<file path="config.mk">
export PLATFORM = sky130hd
export DESIGN_NAME = cap_dbuf_channel
export DESIGN_NICKNAME = d
export VERILOG_FILES = /design/src/rtl/cap_pkg.sv /design/src/rtl/cap_src_mux.sv /design/src/rtl/cap_xfer_ctl.sv /design/src/rtl/cap_reg_pair.sv /design/src/rtl/cap_dbuf_channel.sv
export SDC_FILE = /design/constraint.sdc
export NUM_CORES = 1
export LEC_CHECK = 0
export BUFFER_PORTS_ARGS = -buffer_cell sky130_fd_sc_hd__buf_2
export CAP_MARGIN = 20
export CORE_MARGIN = 2
export CORE_UTILIZATION = 44
export CTS_CLUSTER_DIAMETER = 120
export DETAILED_ROUTE_END_ITERATION = 7
export GPL_TIMING_DRIVEN = 0
export PLACE_DENSITY = 0.75
export SKIP_LAST_GASP = 1
export SLEW_MARGIN = 20
export SYNTH_ARGS = -nofsm -noshare
export SYNTH_HDL_FRONTEND = slang
export SYNTH_HIERARCHICAL = 1
export SYNTH_SLANG_ARGS = --single-unit
</file>
<file path="constraint.sdc">
create_clock -name clk -period 2.9 [get_ports clk]
set_input_delay 0.145 -clock clk [delete_from_list [all_inputs] [get_ports clk]]
set_output_delay 0.145 -clock clk [all_outputs]
set_load 0.02 [all_outputs]
</file>
<file path="src/rtl/cap_pkg.sv">
// Package: types shared across the capture channel.
// Assumes: two count sources per channel.
package cap_pkg;
    typedef enum logic {
        SRC_A = 1'b0,
        SRC_B = 1'b1
    } cap_src_e;
endpackage

</file>
<file path="src/rtl/cap_src_mux.sv">
// Module: cap_src_mux
// Picks the count that the channel captures, from two timer values.
// Assumes: both counts are synchronous to the channel clock.
module cap_src_mux
    import cap_pkg::*;
#(
    parameter int W = 16
) (
    input  logic [W-1:0] cnt_a,
    input  logic [W-1:0] cnt_b,
    input  cap_src_e     sel,
    output logic [W-1:0] cnt_out
);
    // Combinational select of the count source.
    always_comb begin
        unique case (sel)
            SRC_A:   cnt_out = cnt_a;
            SRC_B:   cnt_out = cnt_b;
            default: cnt_out = cnt_a;
        endcase
    end
endmodule

</file>
<file path="src/rtl/cap_xfer_ctl.sv">
// Module: cap_xfer_ctl
// Decides when a strobe shifts the holding register into the result register.
// Tracks whether the holding register has been filled and whether software
// has consumed the current result. A read in the same cycle as a strobe
// counts first.
// Assumes: cap_evt and main_rd are single-cycle strobes on clk.
module cap_xfer_ctl (
    input  logic clk,
    input  logic rst_n,
    input  logic cap_evt,
    input  logic main_rd,
    output logic do_load,
    output logic do_shift,
    output logic main_valid
);
    logic xfer_en;
    logic sub_loaded;
    logic armed;

    // A read in this cycle arms the transfer before the strobe is judged.
    assign armed    = xfer_en | main_rd;
    assign do_load  = cap_evt;
    assign do_shift = cap_evt & sub_loaded & armed;

    // Transfer-enable flag: cleared by a shift, set by a read.
    always_ff @(posedge clk) begin
        if (!rst_n)        xfer_en <= 1'b1;
        else if (do_shift) xfer_en <= 1'b0;
        else if (main_rd)  xfer_en <= 1'b1;
    end

    // Records that the holding register has taken at least one capture.
    always_ff @(posedge clk) begin
        if (!rst_n)       sub_loaded <= 1'b0;
        else if (cap_evt) sub_loaded <= 1'b1;
    end

    // Sticky valid flag, raised by the first shift.
    always_ff @(posedge clk) begin
        if (!rst_n)        main_valid <= 1'b0;
        else if (do_shift) main_valid <= 1'b1;
    end

    // valid never drops without reset.
    p_valid_sticky_r10: assert property (@(posedge clk) disable iff (!rst_n)
        main_valid |=> main_valid);

    // without a read, a second strobe after a shift must not shift.
    p_no_reshift_r6: assert property (@(posedge clk) disable iff (!rst_n)
        (do_shift && !main_rd) |=> !(cap_evt && !main_rd && do_shift));

    // the first strobe after reset never shifts.
    p_first_no_shift_r4: assert property (@(posedge clk) disable iff (!rst_n)
        (cap_evt && !sub_loaded) |-> !do_shift);
endmodule

</file>
<file path="src/rtl/cap_reg_pair.sv">
// Module: cap_reg_pair
// Holding and result capture registers. The holding register takes the
// count on a load. On a shift, the result register takes the old holding
// value in the same edge.
// Assumes: shift is only asserted together with load.
module cap_reg_pair #(
    parameter int W = 16
) (
    input  logic         clk,
    input  logic         rst_n,
    input  logic         load,
    input  logic         shift,
    input  logic [W-1:0] din,
    output logic [W-1:0] sub_q,
    output logic [W-1:0] main_q
);
    // Holding register: captures the selected count.
    always_ff @(posedge clk) begin
        if (!rst_n)    sub_q <= '0;
        else if (load) sub_q <= din;
    end

    // Result register: fed only from the holding register.
    always_ff @(posedge clk) begin
        if (!rst_n)     main_q <= '0;
        else if (shift) main_q <= sub_q;
    end

    // a load puts the input count into the holding register.
    p_sub_capture_r1: assert property (@(posedge clk) disable iff (!rst_n)
        load |=> sub_q == $past(din));

    // the holding register is steady when nothing is loaded.
    p_sub_hold_r1: assert property (@(posedge clk) disable iff (!rst_n)
        !load |=> $stable(sub_q));

    // any change of the result comes from the previous holding value.
    p_main_from_sub_r3: assert property (@(posedge clk) disable iff (!rst_n)
        shift |=> main_q == $past(sub_q));

    // without a shift the result register is untouched.
    p_main_hold_r6: assert property (@(posedge clk) disable iff (!rst_n)
        !shift |=> $stable(main_q));
endmodule

</file>
<file path="src/rtl/cap_dbuf_channel.sv">
// Module: cap_dbuf_channel (top)
// Double-buffered input capture channel: count select, transfer control and
// the holding/result register pair.
// Assumes: cap_evt comes from an edge detector clocked by clk. main_rd
// pulses for one cycle per software read.
module cap_dbuf_channel
    import cap_pkg::*;
#(
    parameter int CNT_W = 16
) (
    input  logic             clk,
    input  logic             rst_n,
    input  logic [CNT_W-1:0] cnt_a,
    input  logic [CNT_W-1:0] cnt_b,
    input  logic             src_sel,
    input  logic             cap_evt,
    input  logic             main_rd,
    output logic [CNT_W-1:0] main_val,
    output logic [CNT_W-1:0] sub_val,
    output logic             main_valid
);
    logic [CNT_W-1:0] sel_cnt;
    logic             do_load;
    logic             do_shift;

    cap_src_mux #(.W(CNT_W)) u_mux (
        .cnt_a   (cnt_a),
        .cnt_b   (cnt_b),
        .sel     (cap_src_e'(src_sel)),
        .cnt_out (sel_cnt)
    );

    cap_xfer_ctl u_ctl (
        .clk        (clk),
        .rst_n      (rst_n),
        .cap_evt    (cap_evt),
        .main_rd    (main_rd),
        .do_load    (do_load),
        .do_shift   (do_shift),
        .main_valid (main_valid)
    );

    cap_reg_pair #(.W(CNT_W)) u_regs (
        .clk    (clk),
        .rst_n  (rst_n),
        .load   (do_load),
        .shift  (do_shift),
        .din    (sel_cnt),
        .sub_q  (sub_val),
        .main_q (main_val)
    );

    // a strobe captures the count named by src_sel.
    p_src_sel_r2: assert property (@(posedge clk) disable iff (!rst_n)
        cap_evt |=> sub_val == (($past(src_sel)) ? $past(cnt_b) : $past(cnt_a)));

    // a lone read leaves both registers unchanged.
    p_read_only_r11: assert property (@(posedge clk) disable iff (!rst_n)
        (main_rd && !cap_evt) |=> ($stable(main_val) && $stable(sub_val)));
endmodule

</file>
==> results of run 1 <==
[state kept, by name, indices dropped and copies added, names as in the netlist]
name	flops
u_regs/main_q	16
u_regs/sub_q	16
u_ctl/main_valid	1
u_ctl/sub_loaded	1
u_ctl/xfer_en	1
[placed cells by master (no fill, tap or decap), types with 2 or more instances in the layout]
master and n:
buf_12 3, buf_2 68, buf_6 3, clkbuf_1 4
clkbuf_4 5, clkbuf_8 2, dfxtp_1 35, mux2_2 6
mux2_4 10, mux2i_1 32, nor2b_1 32, o21a_1 2
[worst max-delay path, cell delays in order, from the launching register on]
cell and delay (ns):
dfxtp_1 0.37, o211a_1 0.20, buf_6 0.16, buf_12 0.15, mux2i_1 0.20, nor2b_1 0.06
[where the power goes]
| part | internal, mW | switching [mW] |
|---|---|---|
| Clock | 0.143 | 0.150 |
| Combinational | 0.0977 | 0.0847 |
| Sequential | 0.503 | 0.0149 |
[through the flow]
stage	cell area [um2]	total power, mW	util
5_1_grt	2060	1.05	0.606
2_1_floorplan	1590	0.651	-
4_1_cts	2060	1.01	0.606
6_report	2060	0.993	0.606
3_5_place_dp	1990	0.714	0.586
3_3_place_gp	1990	0.707	0.586
[final timing paths]
kind,start,endpoint,slack (ns),depth (start not counted)
worst max-delay path,u_ctl/sub_loaded,u_regs/main_q[8],1.66,5
worst min register to register,u_ctl/main_valid,u_ctl/main_valid,0.48,1
worst max register to register,u_ctl/sub_loaded,u_regs/main_q[8],1.66,5
worst min-delay path,main_rd,u_ctl/xfer_en,0.04,3
[cell type report]
cell class                 count  share of cell area
timing repair buffer          68               0.166
multi-input combinational     85               0.377
sequential                    35               0.341
tap                           46              0.0280
clock buffer                   8              0.0335
buffer                        10              0.0548
[cell families (layout without fill, tap and decap cells)]
family | after synthesis | count (layout) | synth area share
mux | 48 | 48 | 0.339
flops | 35 | 35 | 0.441
simple gates | 33 | 33 | 0.128
buf+inv | 10 | 86 | 0.0709
compound gates | 4 | 4 | 0.0213
[per-layer routing]
| metal | up-vias | wire length, um | share of wire | GRT usage |
|---|---|---|---|---|
| met5 | - | 0 | 0 | 0 |
| li1 | 593 | - | - | - |
| met2 | 43 | 1720 | 0.51 | 0.297 |
| met1 | 549 | 1360 | 0.41 | 0.207 |
| met4 | 0 | 82 | 0.024 | 0.0931 |
| met3 | 9 | 196 | 0.058 | 0.0440 |
==> results.yml, run 1 <==
yosys:
  yosys.area.top_type: "dfxtp_1"
  synth_enable_flop_cells: 0
  synth_top_area_frac: 0.441
  synth_flop_cell: "dfxtp_1"
  synthTopCellsByCount: "35 x dfxtp_1, 32 x mux2i_1, 32 x nor2b_1, 10 x mux2_4, 6 x mux2_2"
  syn_nets: 167
  yosysWarningCount: 6
  ys_seq_area_frac: 0.441
  ys_types: 13
  synth_area_leaders: "dfxtp_1 44%, mux2i_1 20%, nor2b_1 13%, mux2_4 9.4%, mux2_2 4.3%"
  syn-cell-area_um2: 1590
  ys_async_sr_fraction: 0
  synth_cells: 130
  ys_ff_latch: 35
  yosysMostFrequentCell: "dfxtp_1"
  avgSynthCellArea_um2: 12.2
placed_design:
  dp_hpwl_mm: 2.56
  placed_cells: 244
  gp_congestion: 0.640
  port_buffers: 68
  pre_cts_slack_ns: 1.68
cts:
  cts.sinks: 35
  post_cts_buffers: 0
  clock_latency_ns: 0.33
  htreeDepth: 2
  cts_made_buffers: 5
  cts_tree: "built"
  clkTransAtPathRegs_ns: 0.10
  ctsResizeCount: 0
  postCtsHoldBufs: 0
  clockRootBuffer: "clkbuf_4"
  clockBufferDepth: 2
detailed_routing:
  routed_via_density: 4.74
  drc: 0
  via_count: 1194
  firstDrtPassIters: 4
  finalWirelength_mm: 3.36
  drt_iter0_drc: 34
  final_antenna_net_count: 0
  wl_per_cell_um: 13.3
pwr:
  p_leak_nw: 0.995
  ir_drop_v: 0.000289
  power_density_nw_per_um2: 483
critical_path:
  worstSetupEndpointType: "flip-flop"
  worstSetupStartpointType: "flip-flop"
  cp_data_required_time_ns: 3.13
  critPathKind: "flip-flop to flip-flop"
  cp_max_fo: 10
  worstPathArrival_ns: 1.47
finish:
  syn_to_final_growth_pct: 29.4
  layout-drive-gt1-share: 0.476
  regArea_um2: 701
  final_cells: 252
  multi_input_area_um2: 776
  nets: 242
  nFillCells: 310
  insertedDiodeCount: 0
floorplan:
  dieArea_um2: 4110
  pin_count: 70
  coreArea_um2: 3390
  dieWidth_um: 64.1
  rows: 21
  die_h_um: 64.1
  start_util: 0.469
grt:
  gr-total-overflow: 0
  grt_max_degree: 11
  grt_pass1_wl_mm: 5.51
  grt_usage: 0.177
  grt_pass1_vias: 1228
  antenna_found_initial: 0
timing:
  finalSetupTns_ns: 0
  fin_ws_ns: 1.66
  skew_ns: 0.00317
  maxSlewViolCount: 0
  post-route-period-util: 0.428
  worstMarginPinSlew_ns: 0.427
  hold_ws_ns: 0.0374
  rsz0062_at_grt: "no"
  clock.fmax_mhz: 806
  max_slew_margin: 0.716
  setup_viol: 0
  timing.final.crit_period_ns: 1.24
  finalHoldViolations: 0
min_path:
  hold_path_class: "input port to flip-flop"
outcome:
  status: "complete, no violations"
job:
  drv_cap: 0
Note: power is estimated with default switching activity, not from simulation.
==> run 2: changes to the inputs <==
- clock period: 2.9 -> 1.2 ns (I/O delays scaled with it)
==> run 2 against run 1 <==
Critical path depth unchanged. Clock power rose by 140%. Global-route usage is 0.52 points higher. Critical endpoint unchanged. Largest cell class unchanged.
==> results.yml, run 2 (same netlist as run 1, synthesis figures left out) <==
detailed_routing:
  finalWirelength_mm: 3.54
  via_count: 1219
  final_antenna_net_count: 0
  firstDrtPassIters: 4
  drc: 0
  wl_per_cell_um: 13.6
  drt_iter0_drc: 52
  routed_via_density: 4.69
timing:
  fin_ws_ns: 0.00809
  max_slew_margin: 0.708
  clock.fmax_mhz: 839
  timing.final.crit_period_ns: 1.19
  maxSlewViolCount: 0
  skew_ns: 0.00281
  rsz0062_at_grt: "yes"
  finalHoldViolations: 0
  finalSetupTns_ns: 0
  worstMarginPinSlew_ns: 0.438
  setup_viol: 0
  post-route-period-util: 0.993
pwr:
  power_density_nw_per_um2: 1130
  ir_drop_v: 0.000702
  p_leak_nw: 1.04
critical_path:
  reg2regPathDepth: 5
  cp_data_required_time_ns: 1.43
  r2r_slack_ns: 0.008
  r2r-end: "u_regs/main_q[8]"
  worstSetupEndpointType: "flip-flop"
  worstPathArrival_ns: 1.42
  worstSetupStartpointType: "flip-flop"
  r2r-start: "u_ctl/sub_loaded"
  cp-startpoint: "u_ctl/sub_loaded"
  critPathKind: "flip-flop to flip-flop"
  cp_max_fo: 7
  crit_path_end: "u_regs/main_q[8]"
cts:
  htreeDepth: 2
  clock_latency_ns: 0.33
  clkTransAtPathRegs_ns: 0.10
  clockRootBuffer: "clkbuf_4"
  clockBufferDepth: 2
  cts_made_buffers: 5
  cts_tree: "built"
  cts.sinks: 35
min_path:
  hold_path_class: "input port to flip-flop"
  hold_start: "cap_evt"
floorplan:
  die_h_um: 64.1
  dieWidth_um: 64.1
  pin_count: 70
  start_util: 0.469
  coreArea_um2: 3390
  dieArea_um2: 4110
  rows: 21
finish:
  nets: 250
  insertedDiodeCount: 0
  reg_top3: "u_regs/main_q (16), u_regs/sub_q (16)"
  regArea_um2: 702
  nFillCells: 298
  final_cell_mix: "68 x buf_2, 34 x dfxtp_1, 32 x mux2i_1, 32 x nor2b_1, 10 x mux2_4"
  final_cells: 260
  syn_to_final_growth_pct: 35.0
  multi_input_area_um2: 776
  layout-drive-gt1-share: 0.486
  final_common_cell: "buf_2"
placed_design:
  placed_cells: 244
  dp_hpwl_mm: 2.56
  pre_cts_slack_ns: -0.0232
  port_buffers: 68
  gp_congestion: 0.640
grt:
  antenna_found_initial: 0
  gr-total-overflow: 0
  grt_pass1_vias: 1261
  grt_usage: 0.182
  grt_pass1_wl_mm: 5.66
  grt_max_degree: 11
outcome:
  status: "complete, no violations"
job:
  drv_cap: 0
[run 2: final cells by class]
type	count	area share
sequential	35	0.327
multi-input combinational	85	0.362
clock buffer	8	0.0321
timing repair buffer	76	0.200
buffer	10	0.0525
tap	46	0.0268
[run 2: metal layers]
metal | routed length (um) | track usage | vias up
li1 | - | - | 610
met1 | 1500 | 0.208 | 554
met2 | 1760 | 0.314 | 46
met3 | 198 | 0.0440 | 9
met4 | 79 | 0.0931 | 0
met5 | 0 | 0 | -
[run 2: power breakdown]
group | internal (mW) | total (mW) | switching, mW | leakage (nW)
Combinational | 0.259 | 0.472 | 0.213 | 0.715
Sequential | 1.22 | 1.25 | 0.0359 | 0.286
Clock | 0.345 | 0.707 | 0.363 | 0.0386
Total | 1.82 | 2.43 | 0.612 | 1.04
[run 2: worst min-delay path by stage]
stage                          to  slack [ns]  cells after the start
global route        u_ctl/xfer_en        0.04                      3
global placement    u_ctl/xfer_en        0.29                      3
finish              u_ctl/xfer_en        0.05                      3
floorplan           u_ctl/xfer_en        0.12                      1
CTS                 u_ctl/xfer_en        0.02                      3
detailed placement  u_ctl/xfer_en        0.29                      3
[run 2: critical path, stage by stage (launching register included)]
cell       delay [ns]
dfxtp_2          0.35
o211a_1          0.19
buf_6            0.15
clkbuf_16        0.16
mux2i_1          0.19
nor2b_1          0.06
[run 2: stage by stage]
stage	total power, mW	util	cell area (um2)	hold WS (ns)
after global placement	1.71	0.586	1990	0.285
after floorplan	1.57	-	1590	0.122
after detailed placement	1.73	0.586	1990	0.293
after CTS	2.45	0.625	2120	0.0221
after global routing	2.56	0.633	2150	0.0420
final	2.43	0.633	2150	0.0471
[run 2: repair_timing]
action	4_1_cts	5_1_grt
buffers inserted	4	0
endpoints found under the setup margin	10	13
gates cloned	0	1
hold endpoints to repair	2	0
gates resized for setup	1	1
hold buffers	3	0
pin swaps	0	1
